**config.mk**
```make
export PLATFORM = sky130hd
export DESIGN_NAME = two_rate_sar_ctrl
export DESIGN_NICKNAME = d
export VERILOG_FILES = /design/src/rtl/sar_ctrl_pkg.sv /design/src/rtl/sar_run_fsm.sv /design/src/rtl/sar_step_timer.sv /design/src/rtl/sar_bit_walker.sv /design/src/rtl/two_rate_sar_ctrl.sv
export SDC_FILE = /design/constraint.sdc
export NUM_CORES = 1
export LEC_CHECK = 0
export BUFFER_PORTS_ARGS = -buffer_cell sky130_fd_sc_hd__buf_2
export CAP_MARGIN = 0
export CELL_PAD_IN_SITES_DETAIL_PLACEMENT = 2
export CELL_PAD_IN_SITES_GLOBAL_PLACEMENT = 2
export CORE_ASPECT_RATIO = 0.9
export CORE_MARGIN = 5
export CORE_UTILIZATION = 34
export CTS_CLUSTER_SIZE = 30
export DETAILED_ROUTE_END_ITERATION = 10
export GPL_TIMING_DRIVEN = 1
export HOLD_SLACK_MARGIN = 0.05
export PLACE_DENSITY = 0.92
export SYNTH_ARGS = -nofsm -noshare
export SYNTH_HDL_FRONTEND = slang
export SYNTH_SLANG_ARGS = --single-unit
```
**constraint.sdc**
```tcl
create_clock -name clk -period 3.37 [get_ports clk]
set_input_delay 1.011 -clock clk [delete_from_list [all_inputs] [get_ports clk]]
set_output_delay 1.011 -clock clk [all_outputs]
set_load 0.005 [all_outputs]
```
**src/rtl/sar_ctrl_pkg.sv**
```systemverilog
package sar_ctrl_pkg;

    typedef enum logic {
        ST_IDLE = 1'b0,
        ST_CONV = 1'b1
    } run_state_e;

    typedef struct packed {
        logic advance;
        logic finish;
    } walk_evt_t;

    // Index of the lowest bit decided for a given short-cycle setting.
    function automatic int last_index(int stop_val, int nbits);
        int nb;
        nb = stop_val - 1;
        if (nb < 1) nb = 1;
        if (nb > nbits) nb = nbits;
        return nbits - nb;
    endfunction

    // Interval length, in enabled cycles, for the trial of bit idx.
    function automatic int step_len(int idx, int nbits, int slow_bits,
                                    int slow_len, int fast_len);
        return (idx >= nbits - slow_bits) ? slow_len : fast_len;
    endfunction

endpackage

```
**src/rtl/sar_run_fsm.sv**
```systemverilog
module sar_run_fsm
    import sar_ctrl_pkg::*;
(
    input  logic clk,
    input  logic rst,
    input  logic step_en,
    input  logic hold_run,
    input  logic finish,
    output logic start,
    output logic busy
);

    run_state_e state;

    assign start = step_en && (state == ST_IDLE) && !hold_run;
    assign busy  = (state == ST_CONV);

    always_ff @(posedge clk) begin
        if (rst) begin
            state <= ST_IDLE;
        end else if (start) begin
            state <= ST_CONV;
        end else if (finish) begin
            state <= ST_IDLE;
        end
    end

endmodule

```
**src/rtl/sar_step_timer.sv**
```systemverilog
module sar_step_timer
    import sar_ctrl_pkg::*;
#(
    parameter int NBITS     = 14,
    parameter int SLOW_BITS = 8,
    parameter int SLOW_STEP = 4,
    parameter int FAST_STEP = 1,
    parameter int IDX_W     = 4
) (
    input  logic             clk,
    input  logic             rst,
    input  logic             step_en,
    input  logic             load,
    input  logic [IDX_W-1:0] load_idx,
    output logic             expire
);

    localparam int MAX_STEP = (SLOW_STEP > FAST_STEP) ? SLOW_STEP : FAST_STEP;
    localparam int CNT_W    = $clog2(MAX_STEP + 1);

    generate
        if (MAX_STEP == 1) begin : g_no_wait
            assign expire = 1'b1;
        end else begin : g_cnt
            logic [CNT_W-1:0] cnt;

            always_ff @(posedge clk) begin
                if (rst) begin
                    cnt <= '0;
                end else if (step_en) begin
                    if (load) begin
                        cnt <= CNT_W'(step_len(int'(load_idx), NBITS, SLOW_BITS,
                                               SLOW_STEP, FAST_STEP) - 1);
                    end else if (cnt != '0) begin
                        cnt <= cnt - 1'b1;
                    end
                end
            end

            assign expire = (cnt == '0);
        end
    endgenerate

endmodule

```
**src/rtl/sar_bit_walker.sv**
```systemverilog
module sar_bit_walker
    import sar_ctrl_pkg::*;
#(
    parameter int NBITS  = 14,
    parameter int STOP_W = 4,
    parameter int IDX_W  = 4
) (
    input  logic              clk,
    input  logic              rst,
    input  logic              start,
    input  logic              decide,
    input  logic              cmp_le,
    input  logic              bipolar,
    input  logic [STOP_W-1:0] stop_step,
    output walk_evt_t         evt,
    output logic [IDX_W-1:0]  next_idx,
    output logic [NBITS-1:0]  trial_code,
    output logic [NBITS-1:0]  result,
    output logic              mode
);

    // acc holds the trial in offset-binary form; the MSB is flipped on output
    // in two's-complement mode, which inverts the sense of the first trial.
    logic [NBITS-1:0] acc;
    logic [NBITS-1:0] acc_dec;
    logic [NBITS-1:0] bit_mask;
    logic [NBITS-1:0] below_mask;
    logic [NBITS-1:0] flip;
    logic [IDX_W-1:0] idx;
    logic [IDX_W-1:0] last;
    logic             at_last;

    assign at_last     = (idx == last);
    assign evt.finish  = decide && at_last;
    assign evt.advance = decide && !at_last;
    assign next_idx    = start ? IDX_W'(NBITS - 1) : (idx - IDX_W'(1));

    always_comb begin
        bit_mask   = NBITS'(1) << idx;
        below_mask = bit_mask >> 1;
        acc_dec    = cmp_le ? (acc | bit_mask) : (acc & ~bit_mask);
        flip       = {mode, {(NBITS-1){1'b0}}};
    end

    always_ff @(posedge clk) begin
        if (rst) begin
            acc    <= '0;
            idx    <= '0;
            last   <= '0;
            mode   <= 1'b0;
            result <= '0;
        end else if (start) begin
            mode <= bipolar;
            last <= IDX_W'(last_index(int'(stop_step), NBITS));
            idx  <= IDX_W'(NBITS - 1);
            acc  <= {1'b1, {(NBITS-1){1'b0}}};
        end else if (decide) begin
            if (at_last) begin
                acc    <= acc_dec;
                result <= acc_dec ^ flip;
            end else begin
                acc <= acc_dec | below_mask;
                idx <= idx - IDX_W'(1);
            end
        end
    end

    assign trial_code = acc ^ flip;

endmodule

```
**src/rtl/two_rate_sar_ctrl.sv**
```systemverilog
module two_rate_sar_ctrl
    import sar_ctrl_pkg::*;
#(
    parameter int NBITS     = 14,
    parameter int SLOW_BITS = 8,
    parameter int SLOW_STEP = 4,
    parameter int FAST_STEP = 1,
    parameter int IDX_W     = $clog2(NBITS),
    parameter int STOP_W    = $clog2(NBITS + 2)
) (
    input  logic              clk,
    input  logic              rst,
    input  logic              step_en,
    input  logic              hold_run,
    input  logic              cmp_le,
    input  logic              bipolar,
    input  logic [STOP_W-1:0] stop_step,
    output logic [NBITS-1:0]  trial_code,
    output logic [NBITS-1:0]  result,
    output logic              busy
);

    walk_evt_t        evt;
    logic             start;
    logic             expire;
    logic             decide;
    logic             bip_mode;
    logic [IDX_W-1:0] next_idx;

    assign decide = step_en && busy && expire;

    sar_run_fsm u_fsm (
        .clk      (clk),
        .rst      (rst),
        .step_en  (step_en),
        .hold_run (hold_run),
        .finish   (evt.finish),
        .start    (start),
        .busy     (busy)
    );

    sar_step_timer #(
        .NBITS     (NBITS),
        .SLOW_BITS (SLOW_BITS),
        .SLOW_STEP (SLOW_STEP),
        .FAST_STEP (FAST_STEP),
        .IDX_W     (IDX_W)
    ) u_timer (
        .clk      (clk),
        .rst      (rst),
        .step_en  (step_en),
        .load     (start || evt.advance),
        .load_idx (next_idx),
        .expire   (expire)
    );

    sar_bit_walker #(
        .NBITS  (NBITS),
        .STOP_W (STOP_W),
        .IDX_W  (IDX_W)
    ) u_walker (
        .clk        (clk),
        .rst        (rst),
        .start      (start),
        .decide     (decide),
        .cmp_le     (cmp_le),
        .bipolar    (bipolar),
        .stop_step  (stop_step),
        .evt        (evt),
        .next_idx   (next_idx),
        .trial_code (trial_code),
        .result     (result),
        .mode       (bip_mode)
    );

endmodule

```
# Word-level counts from Yosys, hierarchy flattened
# Cells that the tools add are included.
totals:
  out_inout_bits: 29
  register_bits: 41
  elab_cells: 67
  input_bits: 10
classes:
  n_bitwise: 9
  eq_ne: 2
  reduce_logical: 19
  add_sub_neg: 5
  n_mux: 19
  magnitude_cmp: 3
  n_shift: 1
ops:
  columns: ["operator", "count"]
  rows:
  - ["2-to-1 mux 32 bit", 3]
  - ["2-to-1 mux 14 bit", 4]
  - ["greater-than comparator 32 x 5 -> 1 bit (second input constant)", 1]
  - ["less-than comparator 32 x 2 -> 1 bit (second input constant)", 1]
  - ["2-to-1 mux 4 bit", 7]
  - ["XOR 14 bit", 2]
  - ["AND 14 bit", 1]
  - ["inverter 14 bit", 1]
  - ["OR 14 x 13 -> 14 bit", 1]
  - ["OR 14 bit", 1]
  - ["<< shifter 1 x 4 -> 14 bit (first input constant)", 1]
  - ["2-to-1 mux 3 bit", 3]
  - ["logical AND 1 bit", 6]
  - ["AND reduction 2 bit", 3]
  - ["nonzero test 2 bit", 3]
  - ["subtractor 4 x 1 -> 5 bit (second input constant)", 1]
  - ["== test 4 bit", 1]
  - ["greater-or-equal comparator 4 x 3 -> 1 bit (second input constant)", 1]
  - ["subtractor 2 x 4 -> 4 bit (first input constant)", 1]
  - ["subtractor 4 x 1 -> 4 bit (second input constant)", 1]
  - ["logical NOT 3 bit", 1]
  - ["inverter 1 bit", 3]
  - ["AND reduction 3 bit", 1]
  - ["nonzero test 3 bit", 1]
  - ["7 further kinds", 9]

# Longest topological paths before layout
# Gate-level depths: netlist of the first run.
logic_depth:
  word_depth: 10
  depth_mapped: 10

# Hierarchy
# From an unflattened synthesis of the first run, not the netlist that was laid out.
unflattened:
  cells_unflattened: 295
  hier_area_um2: 2598.7
by_module_without_submodules:
  columns: ["module", "instances", "area_per_inst_um2", "cells_per_inst"]
  rows:
  - ["sar_bit_walker", 1, 2318.5, 265]
  - ["sar_step_timer", 1, 216.5, 24]
  - ["sar_run_fsm", 1, 51.3, 4]
  - ["two_rate_sar_ctrl", 1, 12.5, 2]

# Worst setup path before layout of the first run
# No wires, ideal clock.
synth_path:
  path_kind: "input to register"
  startpoint: "input stop_step[0]"
  endpoint: "register u_walker.last[2]"
  required_ps: 3284
  stages: 9
  arrival_time_ps: 2568
  path_slack_ps: 716
  path_buffers: 0
  path_cell_list: "inv_1 -> ha_1 -> nor2b_1 -> a21oi_1 -> o31a_1 -> or2_2 -> ha_1 -> xnor2_1 -> a211oi_1"
synth_via:
  elab_chain_cells: 10
synth_rtl:
  columns: ["element", "line", "source"]
  rows:
  - ["from (decl)", "two_rate_sar_ctrl.sv:17", "input logic [STOP_W-1:0] stop_step,"]
  - ["subtractor 4 x 1 -> 5 bit (*)", "sar_ctrl_pkg.sv:16", "nb = stop_val - 1;"]
  - ["less-than comparator 32 x 2 -> 1 bit", "sar_ctrl_pkg.sv:17", "if (nb < 1) nb = 1;"]
  - ["2-to-1 mux 32 bit (*)", "sar_ctrl_pkg.sv:17", null]
  - ["2-to-1 mux 32 bit (*)", "sar_bit_walker.sv:52", "end else if (start) begin"]
  - ["2-to-1 mux 32 bit (*)", "sar_bit_walker.sv:46", "if (rst) begin"]
  - ["greater-than comparator 32 x 5 -> 1 bit", "sar_ctrl_pkg.sv:18", "if (nb > nbits) nb = nbits;"]
  - ["2-to-1 mux 4 bit (*)", "sar_ctrl_pkg.sv:18", null]
  - ["2-to-1 mux 4 bit (*)", "sar_bit_walker.sv:52", null]
  - ["2-to-1 mux 4 bit (*)", "sar_bit_walker.sv:46", null]
  - ["subtractor 2 x 4 -> 4 bit (*)", "sar_ctrl_pkg.sv:19", "return nbits - nb;"]
  - ["to (signal assigned)", "sar_bit_walker.sv:54", "last <= IDX_W'(last_index(int'(stop_step), NBITS));"]
  - ["to (decl)", "sar_bit_walker.sv:30", "logic [IDX_W-1:0] last;"]
# Every way passes the cells marked *; elsewhere a longest branch is shown, timed or not. The select of a mux whose other input is x is not followed.
# A chain may end at the register's enable or synchronous reset.

# Worst setup path in the final report of the first run
# Same ends and word-level chain as after synthesis.

==> flow_metrics.tcl, run 1 <==
set metrics [dict create \
    start_kind "primary input" \
    power_w 0.00109 \
    final_core_util_pct 37.8 \
    vias_per_cell 5.59 \
    synthAdderAreaFrac_pct 4.98 \
    p_leak_nw 0.960 \
    synth_area_um2 2510 \
    dieHeight_um 91.6 \
    p_sw_share_pct 31.8 \
    cp_slowest_cell "nor4_1" \
    routed_wl_mm 7.27 \
    fp.dieW_um 101 \
    setup_violations 0 \
    final.setup.tns_ps 0 \
    port_buffers 38 \
    ys_ff_latch 41 \
    synth_compound_area_share_pct 19.8 \
    cp_max_fo 6 \
    yosysUniqueCellTypes 44 \
    clk_pin_slew_worst_paths_ps 80 \
    die-area_um2 9220 \
    syn-num-nets 323 \
    outcome "complete, no violations" \
    cts-root-buf "clkbuf_8" \
    crit_top_cell "ha_1" \
    p_int_w 0.000741 \
    gp_congestion 0.771 \
    start_util_pct 35.4 \
    cap_violations 0 \
    seqPwrFrac_pct 49.0 \
    combPwrFrac_pct 21.1 \
    cts_buffers 5 \
    path_cells "buf_2, inv_1, ha_1, nor4_1, a21oi_1, a31oi_1, nor2_1, ha_1, xnor2_1, a211oi_1" \
    syn_avg_cell_area_um2 8.30 \
    antenna_found_initial 0 \
    p_per_area_nw_per_um2 405 \
    clockPowerShare_pct 29.9 \
    max_stage_delay_ps 490 \
    clock.fmax_mhz 349 \
    cts_resized 0 \
    core_um2 7110 \
    ir_drop_mv 0.157 \
    cts_buffer_depth 2 \
    routed-via-count 2276 \
    crit_path_end_kind "flip-flop" \
    synth_top_family_by_area "simple AND/OR/NAND/NOR gates" \
    io_pins 39 \
    hold_path.class "reg -> reg" \
    hold_depth 2 \
    yosys_warnings 0 \
    drive_gt1_share_pct 22.0 \
    cts_hold_buf 0 \
    ant_nets 0 \
    finalCritPeriodShare_pct 85.0 \
    rows 29 \
    grt_max_degree 28 \
    drcViolationCount 0 \
    diodes 0 \
    grt_pass1_wl_mm 12.0 \
    syn2layout_area_growth_pct 6.77 \
    finClkSkew_ps 7.68 \
    synthMuxAreaShare_pct 2.44 \
    grt_pass1_vias 2448 \
    drt-wirelength-per-cell_um 17.9 \
    rr_worst_depth 8 \
    finalNonFillerCells 407 \
    fin_nets 333 \
    slew_viol_final 0 \
    cp.required_ps 3590 \
    yosysSeqAreaShare_pct 32.6 \
    cts_tree "built" \
    firstDrtPassIters 4 \
    htree_levels 2 \
    rsz0062_at_grt "false" \
    placed_cells 399 \
    grtUsageTotal_pct 16.2 \
    min_period_ps 2870 \
    worstPathArrival_ps 3080 \
    worst_slew_pin_slew_ps 866 \
    synth_xor_area_share_pct 4.78 \
    drt_iter0_markers 71 \
    switchingPower_w 0.000346 \
    clock_sinks 41 \
    dp_hpwl_mm 5.05 \
    overflow 0 \
    synth_cells 303 \
    synthSimpleGateAreaFrac_pct 23.5 \
    hold_viol 0 \
    crit_type "in -> reg" \
    maxSlewHeadroom_pct 42.1 \
    clock_latency_ps 290 \
    post_cts_buffers 0 \
]
[synth_stat cells (all sizes together)]
cell	instances	area, µm²
a41oi	1	27.5
clkbuf	20	75.1
o21ba	1	10.0
buf	21	186
nand3	26	130
and3	1	6.26
o21ai	17	85.1
a21oi	8	40.0
xor2	1	8.76
mux2i	5	50.1
nor3b	1	7.51
a311oi	15	163
and2	3	21.3
nand2b	3	18.8
dfxtp	41	821
nand3b	1	7.51
inv	10	37.5
o2111ai	1	8.76
ha	10	125
nor2b	2	12.5
and2b	2	15.0
nand4	14	87.6
nor3	6	30.0
a31oi	15	93.8
and4	1	11.3
xnor2	8	111
o211ai	1	7.51
o21bai	1	7.51
a211oi	6	45.0
or3b	1	8.76
nor4	1	6.26
o31a	1	8.76
mux2	1	11.3
nor2	25	106
nand2	31	116
or2	1	6.26
[layout by cell type, fill, tap and decap left out, types with 6 or more instances in the layout]
cell type  count
buf_4          6
inv_1         10
a211oi_1       6
a31oi_1       15
nand4_1       14
a311oi_1      10
nand2_1       31
nor3_1         6
buf_2         38
nor2_1        20
ha_1          10
nand3_1       26
dfxtp_1       41
o21ai_0       17
a21oi_1        8
[through the flow]
step	area [µm²]	hold slack (ps)	setup slack, ps
2_1_floorplan	2510	460	716
3_3_place_gp	2610	473	518
3_5_place_dp	2610	494	266
4_1_cts	2690	506	577
5_1_grt	2690	530	507
6_report	2690	500	504
[metal layers]
metal  wire [µm]  GRT usage (%)  part of all wire (%)  up-vias
met1        3310           19.7                    46     1141
met5           0              0                     0        -
met4          79           5.39                   1.1        0
met3         243           2.84                   3.3        5
met2        3640           28.6                    50       39
li1            -              -                     -     1091
[worst paths after layout]
path	slack [ps]	start	endpoint
hold reg to reg	500	u_walker.result[4]$_SDFFE_PP0P_	u_walker.result[4]$_SDFFE_PP0P_
setup / recovery	500	stop_step[0]	u_walker.last[2]$_SDFFE_PP0P_
hold / removal	500	u_walker.result[4]$_SDFFE_PP0P_	u_walker.result[4]$_SDFFE_PP0P_
setup reg to reg	1280	u_timer.g_cnt.cnt[0]$_SDFFE_PP0P_	u_walker.idx[2]$_SDFFE_PP0P_
[area by class of cell]
class / count / area, µm²
multi-input combinational: 211 / 1400
timing repair buffer: 44 / 235
sequential: 41 / 821
fill: 846 / 4430
clock buffer: 8 / 80.1
inverter: 10 / 37.5
tap: 93 / 116
[sequential cells by signal (all words and copies together), names as in the netlist]
signal and count:
u_walker.result 14, u_timer.g_cnt.cnt 3, u_walker.idx 4, u_fsm.busy 1, u_walker.acc 14, u_walker.last 4
u_walker.mode 1
[worst max-delay path: cells and delay by family]
family,cells,cell delay (ps)
adders and majority gates,2,470
buffers and inverters,2,210
and+or+nand+nor,2,580
xor gates and xnor gates,1,120
AOI/OAI and AO/OA,3,670
[power groups by stage]
stage | clock (W) | combinational [W] | sequential [W]
finish | 0.000325 | 0.000230 | 0.000532
global route | 0.000354 | 0.000256 | 0.000536
CTS | 0.000337 | 0.000232 | 0.000532
detailed placement | 0 | 0.000230 | 0.000544
global placement | 0 | 0.000216 | 0.000541
floorplan | 0 | 0.000183 | 0.000532
[logic make-up after synthesis]
kind of cell	Yosys count
AND/OR/NAND/NOR	119
buffers and inverters	51
adder cells (fa/ha/maj)	10
AO/OA/AOI/OAI	67
flip-flops	41
XOR/XNOR	9
multiplexers	6
Power figures use the tool's default switching activity.
==> run 2: changes to the inputs <==
Settings changed: BUFFER_PORTS_ARGS -buffer_cell sky130_fd_sc_hd__buf_2 to unset, CORE_ASPECT_RATIO 0.9 to unset, CORE_UTILIZATION 34 to 37, DONT_BUFFER_PORTS set to 1, PLACE_DENSITY 0.92 to 0.9.
==> flow_metrics.tcl, run 2 (synthesis results as in run 1) <==
set metrics [dict create \
    clk_pin_slew_worst_paths_ps 80 \
    drcViolationCount 0 \
    gp_congestion 0.763 \
    grt_pass1_wl_mm 11.5 \
    ant_nets 0 \
    clock.fmax_mhz 395 \
    cts_resized 0 \
    cp_max_fo 6 \
    grt_pass1_vias 2272 \
    htree_levels 2 \
    rsz0062_at_grt "false" \
    io_pins 39 \
    outcome "complete, no violations" \
    setup_violations 0 \
    die-area_um2 8550 \
    grt_max_degree 29 \
    start_util_pct 37.4 \
    maxSlewHeadroom_pct 37.3 \
    drive_gt1_share_pct 11.0 \
    final_common_cell "dfxtp_1" \
    cts_tree "built" \
    reg.largest.list "u_walker.acc x14, u_walker.result x14" \
    firstDrtPassIters 4 \
    cap_violations 0 \
    cp.required_ps 3590 \
    whs_ps 507 \
    cts-root-buf "clkbuf_8" \
    final.setup.tns_ps 0 \
    min_period_ps 2530 \
    overflow 0 \
    diodes 0 \
    worst_slew_pin_slew_ps 937 \
    routed_wl_mm 7.11 \
    finClkSkew_ps 5.65 \
    layout_common_cells "dfxtp_1 (41), nand2_1 (31), nand3_1 (26)" \
    finalCritPeriodShare_pct 75.1 \
    cts_buffers 5 \
    final_cell_area_um2 2460 \
    crit_path_end_kind "flip-flop" \
    fp.dieW_um 92.4 \
    antenna_found_initial 0 \
    rows 30 \
    worstPathArrival_ps 2750 \
    routed-via-count 2129 \
    slew_viol_final 0 \
    core_um2 6720 \
    p_leak_nw 0.756 \
    syn2layout_area_growth_pct -1.99 \
    port_buffers 0 \
    grtUsageTotal_pct 16.9 \
    place_area_um2 2380 \
    start_kind "primary input" \
    ir_drop_mv 0.177 \
    vias_per_cell 6.03 \
    post_cts_buffers 0 \
    fill_cells 772 \
    p_per_area_nw_per_um2 428 \
    fin_nets 293 \
    clock_sinks 41 \
    crit_type "in -> reg" \
    cts_hold_buf 0 \
    clock_latency_ps 300 \
    cts_buffer_depth 2 \
    dieHeight_um 92.4 \
    hold_viol 0 \
    drt-wirelength-per-cell_um 20.1 \
    drt_iter0_markers 73 \
    dp_hpwl_mm 4.92 \
    hold_path.class "reg -> reg" \
]
==> run 2: changes by cell type in the layout (fill, tap and decap cells not counted) <==
cell,before,now
buf_4,6,4
buf_2,38,0
clkinv_4,0,1
clkbuf_1,3,1
==> run 2: where the power goes <==
| group | leakage (nW) | switching (W) | internal, W |
|---|---|---|---|
| Clock | 0.0412 | 0.000177 | 0.000144 |
| Combinational | 0.382 | 0.000122 | 0.0000783 |
| Sequential | 0.333 | 0.0000292 | 0.000505 |
| Total | 0.756 | 0.000329 | 0.000727 |
==> run 2: final timing paths <==
check	from	to	slack (ps)	cells past startpoint
worst min-delay path	u_walker.mode$_SDFFE_PP0P_	u_walker.mode$_SDFFE_PP0P_	510	2
worst max register to register	u_timer.g_cnt.cnt[0]$_SDFFE_PP0P_	u_walker.idx[2]$_SDFFE_PP0P_	1090	9
worst max-delay path	stop_step[0]	u_walker.last[2]$_SDFFE_PP0P_	840	9
worst min register to register	u_walker.mode$_SDFFE_PP0P_	u_walker.mode$_SDFFE_PP0P_	510	2
==> run 2: per-layer routing <==
metal  GRT usage, %  up-vias  wire (µm)
met5              0        -          0
met2           30.5       43       3610
li1               -     1008          -
met3           4.22       13        301
met1           18.8     1065       3070
met4           6.68        0        135
==> run 2: worst max-delay path, stage by stage <==
cell and delay [ps]:
inv_1 90, ha_1 260, nor2b_1 200, a21oi_1 100, o31a_1 260, or2_2 300
ha_1 200, xnor2_1 120, a211oi_1 220
==> run 2: final cells by class <==
type,count,area [µm²],area share (%)
multi-input combinational,211,1400,56.6
sequential,41,821,33.3
tap,80,100,4.06
clock buffer,6,72.6,2.94
inverter,10,37.5,1.52
timing repair buffer,4,30.0,1.22
clock inverter,1,8.76,0.355
==> run 2: stage by stage <==
step                std cells  power (W)  setup WS (ps)  util [%]
floorplan                 303   0.000714            716         -
global placement          346   0.000730            655      35.5
detailed placement        346   0.000747            516      35.5
CTS                       353    0.00107            821      36.7
global route              353    0.00111            691      36.7
finish                    353    0.00106            838      36.7
==> run 3: changes to the inputs <==
Clock period 3.37 ns to 2.55 ns, I/O delays scaled along.
==> flow_metrics.tcl, run 3 (synthesis results as in run 1) <==
set metrics [dict create \
    outcome "complete, no violations" \
    crit_type "in -> reg" \
    drt_iter0_markers 69 \
    place_area_um2 2430 \
    syn2layout_area_growth_pct 1.04 \
    ir_drop_mv 0.207 \
    final.setup.tns_ps 0 \
    drt-wirelength-per-cell_um 20.3 \
    rows 30 \
    grt_max_degree 29 \
    core_um2 6720 \
    io_pins 39 \
    grtUsageTotal_pct 17.5 \
    cp.required_ps 2770 \
    routed-via-count 2120 \
    drive_gt1_share_pct 13.6 \
    whs_ps 496 \
    worst_slew_pin_slew_ps 570 \
    clk_pin_slew_worst_paths_ps 90 \
    rsz0062_at_grt "false" \
    cts_buffer_depth 2 \
    layout_common_cells "dfxtp_1 (41), nand2_1 (31), nand3_1 (26)" \
    grt_pass1_wl_mm 11.8 \
    start_kind "primary input" \
    cts_resized 0 \
    clock_sinks 41 \
    cts_hold_buf 0 \
    port_buffers 0 \
    reg.largest.list "u_walker.acc x14, u_walker.result x14" \
    min_period_ps 2330 \
    fp.dieW_um 92.4 \
    finalCritPeriodShare_pct 91.3 \
    overflow 0 \
    start_util_pct 37.4 \
    r2r_slack_ps 480 \
    crit_path_end_kind "flip-flop" \
    reg2reg_from "u_timer.g_cnt.cnt[0]$_SDFFE_PP0P_" \
    final_common_cell "dfxtp_1" \
    die-area_um2 8550 \
    routed_wl_mm 7.30 \
    ant_nets 0 \
    finClkSkew_ps 19.1 \
    maxSlewHeadroom_pct 61.8 \
    worstPathArrival_ps 2550 \
    fin_nets 299 \
    hold_path.class "reg -> reg" \
    path_cells "inv_1, ha_1, nor2b_1, a21oi_1, o31a_1, or2_2, ha_1, xnor2_1, a211oi_1" \
    reg2reg_to "u_walker.idx[2]$_SDFFE_PP0P_" \
    firstDrtPassIters 4 \
    gp_congestion 0.753 \
    grt_pass1_vias 2279 \
    cp_max_fo 6 \
    setup_violations 0 \
    cp_slowest_cell "or2_2" \
    slew_viol_final 0 \
    p_leak_nw 0.803 \
    rr_worst_depth 8 \
    htree_levels 2 \
    dp_hpwl_mm 4.87 \
    holdPathEnd "u_walker.mode$_SDFFE_PP0P_" \
    hold_start "u_walker.mode$_SDFFE_PP0P_" \
    final_cell_area_um2 2540 \
    hold_viol 0 \
    clock_latency_ps 310 \
    post_cts_buffers 0 \
    fill_cells 748 \
    clock.fmax_mhz 429 \
    cts_tree "built" \
    crit_top_cell "ha_1" \
    drcViolationCount 0 \
    max_stage_delay_ps 300 \
    hold_depth 2 \
    finalNonFillerCells 360 \
    antenna_found_initial 0 \
    diodes 0 \
    placed_cells 352 \
    vias_per_cell 5.89 \
    cap_violations 0 \
    cts-root-buf "clkbuf_8" \
    power_w 0.00154 \
    cts_buffers 5 \
    p_per_area_nw_per_um2 607 \
    dieHeight_um 92.4 \
]
run 3: cell count changes in the layout (fill, tap and decap cells not counted), sizes merged:
cell and change:
buf +6, bufinv +1, inv +1, clkbuf -1
run 3: metal layers:
layer	GRT usage, %	vias up	share of wire (%)
met5	0	-	0
met4	5.82	0	1.4
met3	5.12	9	5.0
met2	30.2	40	50
met1	20.5	1052	44
li1	-	1019	-
run 3: power by group:
part	switching, W	internal (W)	total [W]	leakage, nW
Combinational	0.000175	0.000114	0.000288	0.412
Sequential	0.0000331	0.000668	0.000701	0.333
Clock	0.000260	0.000294	0.000554	0.0585
Total	0.000468	0.00108	0.00154	0.803
run 3: per-stage QoR:
stage	worst slack (ps)	utilization [%]
final	221	37.8
after global routing	82.3	37.8
after CTS	194	37.8
after detailed placement	-133	36.1
after global placement	79.7	36.1
after floorplan	142	-
run 3: area by class of cell:
type,count,area (µm²),share of cell area [%]
inverters,10,37.5,1.48
flip-flops and latches,41,821,32.3
clock buffers,5,68.8,2.71
well taps,80,100,3.94
multi-input cells,211,1400,54.9
clock inverters,3,43.8,1.72
repair buffers,10,75.1,2.95
run 3: how the worst max path moves through the flow:
stage                      start                            end  slack (ps)  depth (start not counted)
finish              stop_step[0]  u_walker.last[2]$_SDFFE_PP0P_         220                          9
global route        stop_step[0]  u_walker.last[2]$_SDFFE_PP0P_          80                          9
CTS                 stop_step[0]  u_walker.last[2]$_SDFFE_PP0P_         190                          9
detailed placement  stop_step[0]  u_walker.last[2]$_SDFFE_PP0P_        -130                          9
global placement    stop_step[0]  u_walker.last[2]$_SDFFE_PP0P_          80                          9
floorplan           stop_step[0]  u_walker.last[2]$_SDFFE_PP0P_         140                          9
run 3: critical path, delay by kind of cell:
| kind | cells | cell delay (ps) |
|---|---|---|
| AOI/OAI and AO/OA | 3 | 590 |
| xor gates and xnor gates | 1 | 130 |
| adders and majority gates | 2 | 470 |
| buffers and inverters | 1 | 80 |
| and+or+nand+nor | 2 | 510 |
